[src/rtl/mdio_pkg.sv]
package mdio_pkg;
  localparam int BUS_W      = 32;
  localparam int FRAME_BITS = 64;
  localparam int PRE_BITS   = 32;
  localparam int DATA_BITS  = 16;
  localparam int FLD_W      = 5;
  localparam int TA_POS     = 46;   // first turnaround bit index
  localparam int DATA_POS   = 48;   // first data bit index
  localparam int SRST_BIT   = 31;
  localparam int PHY_LSB    = 8;
  localparam int BUSY_BIT   = 0;
  localparam int NV_BIT     = 1;
  localparam int RDCMD_BIT  = 0;

  typedef enum logic [2:0] {
    RA_CFG  = 3'd0,
    RA_ADDR = 3'd1,
    RA_CTRL = 3'd2,
    RA_CMD  = 3'd3,
    RA_STAT = 3'd4,
    RA_IND  = 3'd5
  } reg_sel_e;
endpackage

[src/rtl/mdio_clkdiv.sv]
module mdio_clkdiv #(
  parameter int DIV_W = 8
) (
  input  logic             clk,
  input  logic             rst,
  input  logic             run,
  input  logic [DIV_W-1:0] div,
  output logic             mdc,
  output logic             rise_tick,
  output logic             fall_tick
);
  logic [DIV_W-1:0] cnt;
  logic [DIV_W-1:0] div_eff;
  logic             tick;

  always_comb begin
    div_eff   = (div == '0) ? DIV_W'(1) : div;
    tick      = run && (cnt >= div_eff);
    rise_tick = tick && !mdc;
    fall_tick = tick && mdc;
  end

  always_ff @(posedge clk) begin
    if (rst || !run) begin
      cnt <= '0;
      mdc <= 1'b0;
    end else if (tick) begin
      cnt <= '0;
      mdc <= ~mdc;
    end else begin
      cnt <= cnt + 1'b1;
    end
  end
endmodule

[src/rtl/mdio_frame.sv]
module mdio_frame
  import mdio_pkg::*;
(
  input  logic                 clk,
  input  logic                 rst,
  input  logic                 srst,
  input  logic                 start_wr,
  input  logic                 start_rd,
  input  logic [FLD_W-1:0]     phy,
  input  logic [FLD_W-1:0]     regn,
  input  logic [DATA_BITS-1:0] wdata,
  input  logic                 rise,
  input  logic                 fall,
  input  logic                 mdio_i,
  output logic                 busy,
  output logic                 is_rd,
  output logic                 nv,
  output logic [DATA_BITS-1:0] rd_data,
  output logic                 mdio_o,
  output logic                 mdio_oe
);
  localparam int IDX_W = $clog2(FRAME_BITS);
  localparam logic [IDX_W-1:0] LAST_IDX = IDX_W'(FRAME_BITS - 1);
  localparam logic [IDX_W-1:0] TA_IDX   = IDX_W'(TA_POS);
  localparam logic [IDX_W-1:0] DAT_IDX  = IDX_W'(DATA_POS);

  logic [FRAME_BITS-1:0] sr;
  logic [FRAME_BITS-1:0] frame_ld;
  logic [IDX_W-1:0]      idx;
  logic [DATA_BITS-1:0]  rsh;

  always_comb begin
    frame_ld = {{PRE_BITS{1'b1}}, 2'b01,
                start_rd ? 2'b10 : 2'b01,
                phy, regn,
                start_rd ? 2'b11 : 2'b10,
                start_rd ? {DATA_BITS{1'b1}} : wdata};
  end

  assign mdio_o = sr[FRAME_BITS-1];

  always_ff @(posedge clk) begin
    if (rst) begin
      busy    <= 1'b0;
      is_rd   <= 1'b0;
      nv      <= 1'b0;
      idx     <= '0;
      sr      <= '1;
      mdio_oe <= 1'b0;
      rsh     <= '0;
      rd_data <= '0;
    end else if (srst) begin
      busy    <= 1'b0;
      nv      <= 1'b0;
      idx     <= '0;
      sr      <= '1;
      mdio_oe <= 1'b0;
    end else if (start_wr || start_rd) begin
      busy    <= 1'b1;
      is_rd   <= start_rd;
      idx     <= '0;
      sr      <= frame_ld;
      mdio_oe <= 1'b1;
      if (start_rd) nv <= 1'b1;
    end else if (busy) begin
      if (rise && is_rd && idx >= DAT_IDX)
        rsh <= {rsh[DATA_BITS-2:0], mdio_i};
      if (fall) begin
        if (idx == LAST_IDX) begin
          busy    <= 1'b0;
          mdio_oe <= 1'b0;
          sr      <= '1;
          idx     <= '0;
          if (is_rd) begin
            rd_data <= rsh;
            nv      <= 1'b0;
          end
        end else begin
          idx <= idx + 1'b1;
          sr  <= {sr[FRAME_BITS-2:0], 1'b1};
          if (is_rd && (idx + 1'b1) == TA_IDX) mdio_oe <= 1'b0;
        end
      end
    end
  end
endmodule

[src/rtl/mdio_regs.sv]
module mdio_regs
  import mdio_pkg::*;
#(
  parameter int DIV_W    = 8,
  parameter int DIV_INIT = 2
) (
  input  logic                 clk,
  input  logic                 rst,
  input  logic                 bus_we,
  input  logic                 bus_re,
  input  logic [2:0]           bus_addr,
  input  logic [BUS_W-1:0]     bus_wdata,
  input  logic                 busy,
  input  logic                 nv,
  input  logic [DATA_BITS-1:0] rd_data,
  output logic                 srst,
  output logic [DIV_W-1:0]     div,
  output logic [FLD_W-1:0]     phy,
  output logic [FLD_W-1:0]     regn,
  output logic                 start_wr,
  output logic                 start_rd,
  output logic [DATA_BITS-1:0] start_data,
  output logic [BUS_W-1:0]     bus_rdata
);
  reg_sel_e             sel;
  logic                 locked;
  logic                 cmd_q;
  logic [DATA_BITS-1:0] ctrl_q;
  logic [BUS_W-1:0]     rd_mux;
  logic                 unused_wdata;

  assign sel          = reg_sel_e'(bus_addr);
  assign unused_wdata = ^bus_wdata;

  always_comb begin
    locked     = busy | srst;
    start_wr   = bus_we && (sel == RA_CTRL) && !locked;
    start_rd   = bus_we && (sel == RA_CMD) && !locked
                 && bus_wdata[RDCMD_BIT] && !cmd_q;
    start_data = bus_wdata[DATA_BITS-1:0];
  end

  always_comb begin
    rd_mux = '0;
    case (sel)
      RA_CFG: begin
        rd_mux[SRST_BIT]    = srst;
        rd_mux[DIV_W-1:0]   = div;
      end
      RA_ADDR: begin
        rd_mux[PHY_LSB +: FLD_W] = phy;
        rd_mux[FLD_W-1:0]        = regn;
      end
      RA_CTRL: rd_mux[DATA_BITS-1:0] = ctrl_q;
      RA_CMD:  rd_mux[RDCMD_BIT]     = cmd_q;
      RA_STAT: rd_mux[DATA_BITS-1:0] = rd_data;
      RA_IND: begin
        rd_mux[BUSY_BIT] = busy;
        rd_mux[NV_BIT]   = nv;
      end
      default: rd_mux = '0;
    endcase
  end

  always_ff @(posedge clk) begin
    if (rst) begin
      srst      <= 1'b0;
      div       <= DIV_W'(DIV_INIT);
      phy       <= '0;
      regn      <= '0;
      cmd_q     <= 1'b0;
      ctrl_q    <= '0;
      bus_rdata <= '0;
    end else begin
      if (bus_we) begin
        case (sel)
          RA_CFG: begin
            srst <= bus_wdata[SRST_BIT];
            div  <= bus_wdata[DIV_W-1:0];
          end
          RA_ADDR: if (!locked) begin
            phy  <= bus_wdata[PHY_LSB +: FLD_W];
            regn <= bus_wdata[FLD_W-1:0];
          end
          RA_CTRL: if (!locked) ctrl_q <= bus_wdata[DATA_BITS-1:0];
          RA_CMD:  if (!locked) cmd_q  <= bus_wdata[RDCMD_BIT];
          default: ;
        endcase
      end
      if (bus_re) bus_rdata <= rd_mux;
    end
  end
endmodule

[src/rtl/mdio_master.sv]
module mdio_master
  import mdio_pkg::*;
#(
  parameter int DIV_W    = 8,
  parameter int DIV_INIT = 2
) (
  input  logic             clk,
  input  logic             rst,
  input  logic             bus_we,
  input  logic             bus_re,
  input  logic [2:0]       bus_addr,
  input  logic [BUS_W-1:0] bus_wdata,
  output logic [BUS_W-1:0] bus_rdata,
  output logic             mdc,
  output logic             mdio_o,
  output logic             mdio_oe,
  input  logic             mdio_i
);
  logic                 cfg_srst;
  logic [DIV_W-1:0]     cfg_div;
  logic [FLD_W-1:0]     phy_sel;
  logic [FLD_W-1:0]     regn_sel;
  logic                 st_wr;
  logic                 st_rd;
  logic [DATA_BITS-1:0] st_data;
  logic                 eng_busy;
  logic                 eng_rd;
  logic                 eng_nv;
  logic [DATA_BITS-1:0] rd_word;
  logic                 tick_rise;
  logic                 tick_fall;
  logic                 div_run;

  assign div_run = eng_busy && !cfg_srst;

  mdio_regs #(.DIV_W(DIV_W), .DIV_INIT(DIV_INIT)) u_regs (
    .clk(clk), .rst(rst),
    .bus_we(bus_we), .bus_re(bus_re), .bus_addr(bus_addr), .bus_wdata(bus_wdata),
    .busy(eng_busy), .nv(eng_nv), .rd_data(rd_word),
    .srst(cfg_srst), .div(cfg_div), .phy(phy_sel), .regn(regn_sel),
    .start_wr(st_wr), .start_rd(st_rd), .start_data(st_data),
    .bus_rdata(bus_rdata)
  );

  mdio_clkdiv #(.DIV_W(DIV_W)) u_div (
    .clk(clk), .rst(rst), .run(div_run), .div(cfg_div),
    .mdc(mdc), .rise_tick(tick_rise), .fall_tick(tick_fall)
  );

  mdio_frame u_frame (
    .clk(clk), .rst(rst), .srst(cfg_srst),
    .start_wr(st_wr), .start_rd(st_rd),
    .phy(phy_sel), .regn(regn_sel), .wdata(st_data),
    .rise(tick_rise), .fall(tick_fall), .mdio_i(mdio_i),
    .busy(eng_busy), .is_rd(eng_rd), .nv(eng_nv), .rd_data(rd_word),
    .mdio_o(mdio_o), .mdio_oe(mdio_oe)
  );
endmodule

[config.mk]
export PLATFORM = sky130hd
export DESIGN_NAME = mdio_master
export DESIGN_NICKNAME = d
export VERILOG_FILES = /design/src/rtl/mdio_pkg.sv /design/src/rtl/mdio_clkdiv.sv /design/src/rtl/mdio_frame.sv /design/src/rtl/mdio_regs.sv /design/src/rtl/mdio_master.sv
export SDC_FILE = /design/constraint.sdc
export NUM_CORES = 1
export LEC_CHECK = 0
export ABC_AREA = 1
export CORE_MARGIN = 2
export CORE_UTILIZATION = 50
export CTS_CLUSTER_SIZE = 28
export DETAILED_ROUTE_END_ITERATION = 12
export PLACE_DENSITY = 0.71
export SETUP_SLACK_MARGIN = 0.05
export SLEW_MARGIN = 20
export SYNTH_ARGS = -nofsm -noshare
export SYNTH_HDL_FRONTEND = slang
export SYNTH_HIERARCHICAL = 1
export SYNTH_SLANG_ARGS = --single-unit
[constraint.sdc]
create_clock -name clk -period 4.1 [get_ports clk]
set_input_delay 0.82 -clock clk [delete_from_list [all_inputs] [get_ports clk]]
set_output_delay 0.82 -clock clk [all_outputs]
set_load 0.05 [all_outputs]
==> metrics <==
Avg Synthesized Cell Area=between 7 and 8 um^2; DR iter-0 viols=~430; simple-gate share of the synthesized area=25.2%; Maximum Capacitance Violations=0; chip height=126 um; Total GRT Usage=20.9%; FMAX=314 MHz; PD cells=417 nW/um^2; Pins Over Slew Limit=0; Syn Std Cell Area=7390 um^2; Core ar.=14500 um^2; Post-DRT Antenna Nets=0; crit start category=input pin; Synth area leader=dfxtp_1; clock buffer depth=2; largest family of logic cells by synthesized area=simple AND/OR/NAND/NOR gates; Worst IR Drop VDD=0.000295 V; CTS H-Tree Depth=4; Vias=5968; CP bufs+invs=5; Initial Util=51.0%; Vias/cell=5.25; Initial DRT Pass Iterations=5; Async S/R FF share, synth=0%; min-delay src=u_frame/rd_data[8]; drt drc=0; Final HPWL DP=10.6 mm; ranking of synthesized cells by area=dfxtp_1 46%, nand2_1 9.5%, o21ai_0 5.1%; CP delay by family, top=buffers and inverters; Worst Hold Class=flip-flop to flip-flop; placed cell count=roughly 1100; largest net degree at the start of global routing=38; Crit Path Class=input pin to flip-flop; synth unique cells=42; final number of setup-violating endpoints=0; Placer Congestion=0.894; global-route wire length before repair=~27 mm; slowest cell delay on critical path=0.64 ns; crit path cell chain=clkdlybuf4s50_1, inv_2, nand2_2, nor2_1, nand3_1, nor2_1, inv_2, nand2_4, nor2_4, inv_1, a21oi_1, o21ai_1, inv_1; nets=about 990; Worst Path Arrival=3.55 ns; Final Hold Vio Count=0; post-synthesis register bit count=168; PortBufs=44; hold depth=2; crit path max-delay cell type=clkdlybuf4s50_1; setup slack, reg-to-reg=1.02 ns; adder-cell share of the synthesized area=between 1.5 and 2%; total CTS buffers=17; clk root buf=clkbuf_16; largest fanout on the critical path=35; Area growth, synth to finish=10.5%; vias in the first global route=5514; final non-filler cell total=around 1100; critical path required time=4.47 ns; worst skew pair latency=0.43 ns; drt total wl=16.1 mm; Die W=between 100 and 150 um; Synth Instances=938; gr ovfl total=0; warnings from Yosys=6; setup bufs post-CTS=0; DR WL/cell=14.2 um; LEAKAGE=3.28 nW; Synth Area in Compound Gates=15.6%; post-synthesis mux area share=0%; status=finished clean; CTS clk-pin slew, worst paths=0.06 ns; die area=roughly 16000 um^2; R2R Path Start=u_regs/div[5]; Post-synth EDFFs=0; number of top-level pins=75; Worst-Margin Slew=0.886 ns; diodes inserted=0; Hold-fix buffers, CTS=0; reg2reg path depth=19; antenna violations before repair=0; RSZ-0062 raised after global routing=false; CP Capture Type=flip-flop; Num Clock Sinks=~170; Fill cells=1363; standard-cell rows=44; Final Skew=0.0131 ns; relative slew slack=40.9%; post-cts gate resize count=0; CTS tree=built; final core occ=56.3%; commonest cells in the netlist=187 x nand2_1, 168 x dfxtp_1, 93 x nor2_1, 76 x o21ai_0, 61 x inv_1; sequential fraction of the synthesis area=45.5%; Yosys top cell area share=45.5%; Post-Synth XOR/XNOR Area=0.830%; Tcrit/Tclk final=77.6%; Worst R2R End=u_frame/rd_data[12]; dominant synthesized flop cell=dfxtp_1; count leader, synth=nand2_1; Setup TNS Final=0 ns; share of cells above drive strength 1=10.5%; WHS Endpoint=u_frame/rd_data[8]; min cycle time layout=3.18 ns
logic make-up after synthesis:
logic type | count (synthesis)
xor+xnor | 7
fa+ha+maj | 11
simple gates | 391
compound gates | 210
other cells | 1
flops | 168
buf+inv | 150
metal layers:
metal	global-route usage (%)	routed length, um
met5	0	0
met1	27.9	7900
met2	32.5	7260
met3	4.75	619
met4	9.02	318
state kept, by name (all words and copies together) (netlist names):
register / count
u_regs/regn: 5
u_regs/bus_rdata: 17
u_regs/srst: 1
u_regs/phy: 5
u_frame/sr: 64
u_regs/cmd_q: 1
u_div/cnt: 8
u_regs/div: 8
u_frame/idx: 6
u_frame/rd_data: 16
u_frame/rsh: 16
u_frame/is_rd: 1
u_frame/busy: 1
u_regs/ctrl_q: 16
u_frame/nv: 1
u_frame/mdio_oe: 1
u_div/mdc: 1
layout make-up:
cell class	instances	area, um^2	share of cell area (%)
multi-input cells	634	3270	40.1
repair buffers	49	478	5.86
well taps	184	230	2.82
clock inverters	12	92.6	1.13
clock buffers	19	453	5.55
flip-flops and latches	168	3360	41.2
inverters	71	269	3.30
through the flow:
stage	area, um^2	hold slack [ns]	power, W	setup slack [ns]
floorplan	7440	0.423	0.00190	1.65
global placement	7610	0.434	0.00195	0.469
detailed placement	7610	0.437	0.00195	0.496
CTS	8160	0.447	0.00342	0.938
global route	8160	0.459	0.00352	0.663
finish	8160	0.447	0.00340	0.917
cell usage in the layout, fill, tap and decap left out, drive strengths merged:
cell type,n
nand4,26
clkbuf,19
buf,5
dfxtp,168
o211ai,6
clkinv,4
a31o,1
a21oi,60
nand3,45
a211oi,2
nand3b,1
nor3,2
inv,75
nand2,198
xor2,2
o22ai,37
conb,15
clkdlybuf4s50,44
a31oi,1
ha,11
nor2,119
a21o,1
clkinvlp,4
o21ai,102
xnor2,5
worst max path at each step:
stage           startpoint        endpoint  slack, ns  cells past startpoint
2_1_floorplan  bus_addr[0]  u_frame/sr[27]       1.65                     15
3_3_place_gp   bus_addr[2]  u_frame/idx[4]       0.47                     13
3_5_place_dp   bus_addr[2]  u_frame/idx[4]       0.50                     13
4_1_cts        bus_addr[2]  u_frame/idx[4]       0.94                     13
5_1_grt        bus_addr[2]  u_frame/idx[4]       0.66                     13
6_report       bus_addr[2]  u_frame/idx[4]       0.92                     13
worst register-to-register path, cell delays in order, from the launching register on:
cell and delay, ns:
dfxtp_1 0.36, inv_1 0.08, nand3_1 0.08, nor3_1 0.04
a31o_2 0.22, ha_1 0.18, inv_1 0.05, nand2_1 0.04
nand2_1 0.05, nand2_1 0.05, nand2_1 0.05, nand2_1 0.07
nand3_2 0.09, nand2_4 0.09, nor2_4 0.12, nand2_1 0.31
inv_1 0.24, nand4_4 0.39, o21ai_0 0.38, a21oi_1 0.06
power by group:
group,internal (W),switching [W]
Combinational,0.0000669,0.000165
Clock,0.000810,0.000673
Sequential,0.00166,0.0000205
No activity file was read; power rests on OpenSTA's default activity.
